## src/rtl/evt_pkg.sv

```systemverilog
package evt_pkg;
  localparam int unsigned IDX_W = 4;
  localparam int unsigned CFG_W = IDX_W + 2;

  typedef struct packed {
    logic             dir;  // 0: rising, 1: falling
    logic [IDX_W-1:0] idx;
    logic             en;
  } evt_cfg_t;
endpackage

```

## src/rtl/evt_cfg_reg.sv

```systemverilog
module evt_cfg_reg
  import evt_pkg::*;
(
  input  logic             clk_i,
  input  logic             rst_ni,
  input  logic             we_i,
  input  logic [CFG_W-1:0] wdata_i,
  output evt_cfg_t         cfg_o,
  output logic             wr_o
);
  evt_cfg_t cfg_q;

  always_ff @(posedge clk_i or negedge rst_ni) begin
    if (!rst_ni)   cfg_q <= '0;
    else if (we_i) cfg_q <= evt_cfg_t'(wdata_i);
  end

  assign cfg_o = cfg_q;
  assign wr_o  = we_i;

  p_cfg_hold_r7: assert property (@(posedge clk_i) disable iff (!rst_ni)
    !we_i |=> $stable(cfg_q));
  p_cfg_load_r7: assert property (@(posedge clk_i) disable iff (!rst_ni)
    we_i |=> cfg_q == $past(wdata_i));
endmodule

```

## src/rtl/evt_src_sel.sv

```systemverilog
module evt_src_sel #(
  parameter int unsigned CNT_W    = 64,
  parameter bit          HAS_VIRT = 1'b1
) (
  input  logic             clk_i,
  input  logic             rst_ni,
  input  logic [CNT_W-1:0] phys_i,
  input  logic [CNT_W-1:0] off_i,
  input  logic             virt_i,
  output logic [CNT_W-1:0] cnt_o,
  output logic             chg_o
);
  logic src_q;

  generate
    if (HAS_VIRT) begin : g_virt
      logic [CNT_W-1:0] virt_cnt;
      assign virt_cnt = phys_i - off_i;
      assign cnt_o    = virt_i ? virt_cnt : phys_i;
    end else begin : g_phys
      assign cnt_o = phys_i;
    end
  endgenerate

  always_ff @(posedge clk_i or negedge rst_ni) begin
    if (!rst_ni) src_q <= 1'b0;
    else         src_q <= virt_i;
  end

  assign chg_o = virt_i ^ src_q;
endmodule

```

## src/rtl/evt_edge_det.sv

```systemverilog
module evt_edge_det
  import evt_pkg::*;
#(
  parameter int unsigned CNT_W = 64
) (
  input  logic             clk_i,
  input  logic             rst_ni,
  input  logic [CNT_W-1:0] cnt_i,
  input  evt_cfg_t         cfg_i,
  input  logic             wr_i,
  input  logic [IDX_W-1:0] wr_idx_i,
  input  logic             src_chg_i,
  output logic             evt_o
);
  logic cur_bit, load_bit, prev_q, evt_q, hit;

  assign cur_bit  = cnt_i[cfg_i.idx];
  assign load_bit = cnt_i[wr_idx_i];

  // edge in configured direction: new bit must differ from dir
  assign hit = cfg_i.en & ~wr_i & ~src_chg_i & (prev_q ^ cur_bit) & (cur_bit ^ cfg_i.dir);

  always_ff @(posedge clk_i or negedge rst_ni) begin
    if (!rst_ni) begin
      prev_q <= 1'b0;
      evt_q  <= 1'b0;
    end else begin
      prev_q <= wr_i ? load_bit : cur_bit;
      evt_q  <= hit;
    end
  end

  assign evt_o = evt_q;

  p_en_gate_r2: assert property (@(posedge clk_i) disable iff (!rst_ni)
    evt_q |-> $past(cfg_i.en));
  p_rise_r3: assert property (@(posedge clk_i) disable iff (!rst_ni)
    (evt_q && !$past(cfg_i.dir)) |-> $past(cur_bit));
  p_fall_r4: assert property (@(posedge clk_i) disable iff (!rst_ni)
    (evt_q && $past(cfg_i.dir)) |-> !$past(cur_bit));
  p_quiet_write_r7: assert property (@(posedge clk_i) disable iff (!rst_ni)
    $past(wr_i) |-> !evt_q);
  p_quiet_switch_r8: assert property (@(posedge clk_i) disable iff (!rst_ni)
    $past(src_chg_i) |-> !evt_q);
  p_real_change_r9: assert property (@(posedge clk_i) disable iff (!rst_ni)
    evt_q |-> ($past(prev_q) != $past(cur_bit)));
endmodule

```

## src/rtl/evt_stream_gen.sv

```systemverilog
module evt_stream_gen
  import evt_pkg::*;
#(
  parameter int unsigned CNT_W    = 64,
  parameter bit          HAS_VIRT = 1'b1
) (
  input  logic             clk_i,
  input  logic             rst_ni,
  input  logic [CNT_W-1:0] phys_cnt_i,
  input  logic [CNT_W-1:0] virt_off_i,
  input  logic             src_virt_i,
  input  logic             cfg_we_i,
  input  logic [CFG_W-1:0] cfg_wdata_i,
  output logic             evt_o
);
  evt_cfg_t         cfg;
  logic             wr;
  logic             src_chg;
  logic [CNT_W-1:0] cnt;
  evt_cfg_t         wcfg;

  assign wcfg = evt_cfg_t'(cfg_wdata_i);

  evt_cfg_reg u_cfg (
    .clk_i   (clk_i),
    .rst_ni  (rst_ni),
    .we_i    (cfg_we_i),
    .wdata_i (cfg_wdata_i),
    .cfg_o   (cfg),
    .wr_o    (wr)
  );

  evt_src_sel #(.CNT_W(CNT_W), .HAS_VIRT(HAS_VIRT)) u_src (
    .clk_i  (clk_i),
    .rst_ni (rst_ni),
    .phys_i (phys_cnt_i),
    .off_i  (virt_off_i),
    .virt_i (src_virt_i),
    .cnt_o  (cnt),
    .chg_o  (src_chg)
  );

  evt_edge_det #(.CNT_W(CNT_W)) u_det (
    .clk_i     (clk_i),
    .rst_ni    (rst_ni),
    .cnt_i     (cnt),
    .cfg_i     (cfg),
    .wr_i      (wr),
    .wr_idx_i  (wcfg.idx),
    .src_chg_i (src_chg),
    .evt_o     (evt_o)
  );

  p_reset_quiet_r1: assert property (@(posedge clk_i) disable iff (!rst_ni)
    $rose(rst_ni) |-> !evt_o);
endmodule

```

## config.mk

```make
export PLATFORM = sky130hd
export DESIGN_NAME = evt_stream_gen
export DESIGN_NICKNAME = d
export VERILOG_FILES = /design/src/rtl/evt_pkg.sv /design/src/rtl/evt_cfg_reg.sv /design/src/rtl/evt_src_sel.sv /design/src/rtl/evt_edge_det.sv /design/src/rtl/evt_stream_gen.sv
export SDC_FILE = /design/constraint.sdc
export NUM_CORES = 1
export LEC_CHECK = 0
export BUFFER_PORTS_ARGS = -buffer_cell sky130_fd_sc_hd__buf_2
export CAP_MARGIN = 15
export CORE_MARGIN = 2
export CORE_UTILIZATION = 35
export CTS_BUF_LIST = sky130_fd_sc_hd__clkbuf_8
export CTS_CLUSTER_SIZE = 25
export DETAILED_ROUTE_END_ITERATION = 16
export GPL_ROUTABILITY_DRIVEN = 0
export GPL_TIMING_DRIVEN = 0
export PLACE_DENSITY_LB_ADDON = 0.05
export SLEW_MARGIN = 30
export SYNTH_ARGS = -nofsm -noshare
export SYNTH_HDL_FRONTEND = slang
export SYNTH_SLANG_ARGS = --single-unit
export TNS_END_PERCENT = 10
```

## constraint.sdc

```tcl
create_clock -name clk_i -period 2.2 [get_ports clk_i]
set_input_delay 0.33 -clock clk_i [delete_from_list [all_inputs] [get_ports clk_i]]
set_output_delay 0.33 -clock clk_i [all_outputs]
set_load 0.05 [all_outputs]
```

==> flow_summary.toml <==
[route]
drt_iter0_markers = 116
routed_wl_um = 5920
viasPerCell = 5.57
drcViolationCount = 0
vias = 2093
routedWlPerCell_um = 15.7
drtAntennaViolNets = 0
drtPass1Iterations = 4

[floorplan]
chipHeight_um = 76.5
die_w_um = 76.5
io_pins = 139
start_util_pct = 36.3
dieArea_um2 = 5850
num_rows = 26
core_area_um2 = 5070

[run_status]
violations = "setup timing"
run_status = "complete, but fails checks"

[global_route]
grt_pass1_wl_um = 9380
grt_max_degree = 11
gr-max-usage-layer = "met2"
met2_usage_pct = 32.7
first_global_vias = 1977
track_usage_pct = 19.2
met3_usage_pct = 2.61
grt_overflow = 0
grt_use_met1_pct = 26.4
antenna_found_initial = 0

[worst_setup_path]
critPathMaxStageDelay_ns = 0.51
required_ns = 2.35
cp-start-kind = "input port"
critPathBufInv = 1
arrival_ns = 2.81
crit_family = "simple AND/OR/NAND/NOR gates"
critical_path.max_fanout = 3
cp_cell_sequence = "buf_8 > ha_4 > a21o_1 > a31oi_4 > a21boi_2 > or3b_4 > a21boi_2 > mux2i_2 > or4b_4 > a41oi_4 > mux2i_1"
crit_type = "in2reg"
startpoint = "phys_cnt_i[4]"
r2r_start = "u_cfg.cfg_o[1]"
slowest_stage = "or4b_4"
end_kind = "flop"
crit_top_cell = "a21boi_2"

[place]
port-buffer-count = 40
place_ws_ns = -0.959
hpwl_um = 4390

[timing]
fin_crit_sh_pct = 121
worstMarginPinSlew_ns = 0.580
relSlewSlack_pct = 61.0
post-route-min-period_ns = 2.66
drv_slew = 0
rsz0062_at_grt = "true"
setup_viol_count_final = 2
setup_tns_ns = -0.840
setup_ws_ns = -0.457
clock_skew_ns = 0.00211
hold_viol_final = 0
clock.fmax_mhz = 376

[logic_synthesis]
synthTopCellsByArea = "dfrtp_1 12%, ha_1 11%, inv_1 5.1%, a21oi_1 4.6%, nand2_1 4.5%"
syn-cell-area_um2 = 1840
ys_types = 60
synth_most_common_cell = "inv_1"
ys_ff_latch = 9
yosysWarnings = 0
syn_nets = 406
ys_async_sr_fraction_pct = 100
ys.flop_type = "dfrtp_1"
synth_common_cells = "25 x inv_1, 22 x nand2_1, 17 x a21oi_1"
synth-edff-count = 0
postSynthCellCount = 251
seq_area_frac_synth_pct = 12.2
syn_area_per_cell_um2 = 7.33
synth_largest_area_cell = "dfrtp_1"
yosysTopAreaCellShare_pct = 12.2

[clock_tree]
cts_root_buffer = "clkbuf_8"
clock_latency_ns = 0.23
cts_tree = "yes"
htreeDepth = 1
cts_buffers = 3
clockBufferDepth = 2
cts_sinks = 9
path_clk_slew_ns = 0.05

[pwr]
peakVddDrop_mv = 0.328
leakagePower_nw = 1.07
power.density_nw_per_um2 = 401

[cells_and_area]
final_util_pct = 49.3
insertedDiodeCount = 0
nets = 462
area_growth_pct = 35.8
layout-drive-gt1-share_pct = 32.0

[job]
max_cap_violations = 0

[worst_hold_path]
hold_path_startpoint = "src_virt_i"
hold_class = "in2reg"
## registers in the layout, indices dropped and copies added, names as in the netlist
name / cells
u_det.evt_o: 1
u_cfg.cfg_o: 6
u_src.src_q: 1
u_det.prev_q: 1
## report_power, final
group / switching (mW) / total [mW] / internal, mW
registers: 0.0108 / 0.193 / 0.182
clock network: 0.0648 / 0.186 / 0.121
logic: 0.336 / 0.623 / 0.287
total: 0.412 / 1.00 / 0.590
## final cells by class
class,count,area (um2)
clock inverter,1,3.75
clock buffer,3,41.3
buffer,13,48.8
fill,537,2570
sequential,9,225
inverter,26,113
multi-input combinational,201,1650
timing repair buffer,53,330
tap,70,87.6
## logic make-up (layout without fill, tap and decap cells)
group / count (synthesis) / after routing / share of synthesized area (%)
multiplexers: 10 / 10 / 5.78
flip-flops: 9 / 9 / 12.2
AO/OA/AOI/OAI: 83 / 83 / 33.3
adder cells (fa/ha/maj): 17 / 17 / 12.0
AND/OR/NAND/NOR: 83 / 83 / 24.1
XOR/XNOR: 8 / 8 / 3.81
buffers and inverters: 41 / 96 / 8.77
## cells in the final DEF, fill, tap and decap left out, types with 4 or more instances in the layout
| master | count |
|---|---|
| buf_2 | 37 |
| inv_1 | 23 |
| nand2_1 | 21 |
| a21oi_1 | 14 |
| clkbuf_1 | 13 |
| buf_4 | 12 |
| nor2_1 | 10 |
| o21ai_0 | 10 |
| dfrtp_1 | 9 |
| ha_1 | 8 |
| nand3_1 | 7 |
| nor3_1 | 6 |
| o21a_1 | 6 |
| a211oi_1 | 6 |
| ha_4 | 6 |
| nor2b_1 | 5 |
| or3_1 | 5 |
| xnor2_1 | 5 |
| mux2_2 | 5 |
| o211ai_1 | 4 |
| a31oi_1 | 4 |
| mux2i_1 | 4 |
| nand4_1 | 4 |
| o31ai_1 | 4 |
## worst register-to-register path: cells and delay by family (launching register included)
kind	cells	cell delay, ns
buf+inv	1	0.41
compound gates	2	0.43
simple gates	2	0.70
mux	1	0.21
flops	1	0.40
## layer usage
| layer | wire length [um] | vias up |
|---|---|---|
| li1 | - | 1056 |
| met1 | 2770 | 983 |
| met2 | 2920 | 50 |
| met3 | 195 | 4 |
| met4 | 31 | 0 |
| met5 | 0 | - |
## worst paths after layout
path | end | slack (ns) | depth (start not counted)
max in group asynchronous | u_det.prev_q | 1.55 | 2
min | u_src.src_q | 0.22 | 1
min reg2reg | u_cfg.cfg_o[0] | 0.48 | 2
max reg2reg | u_det.evt_o | -0.03 | 6
max | u_det.evt_o | -0.46 | 11
min in group asynchronous | u_cfg.cfg_o[0] | 0.47 | 2
## stage by stage
step                hold slack [ns]  cell area, um2  total power, mW  cells
floorplan                    0.0344            1870            0.553    251
detailed placement            0.192            2150            0.697    361
global placement              0.193            2150            0.698    361
global route                  0.217            2500             1.08    376
CTS                           0.216            2350            0.932    371
finish                        0.218            2500             1.00    376
## timing repair
item,CTS,global route
pin swaps,11,21
hold buffers,1,0
hold endpoints to repair,9,0
buffers inserted,7,5
resized for setup,21,21
setup endpoints to repair,2,2
Power figures use the tool's default switching activity.
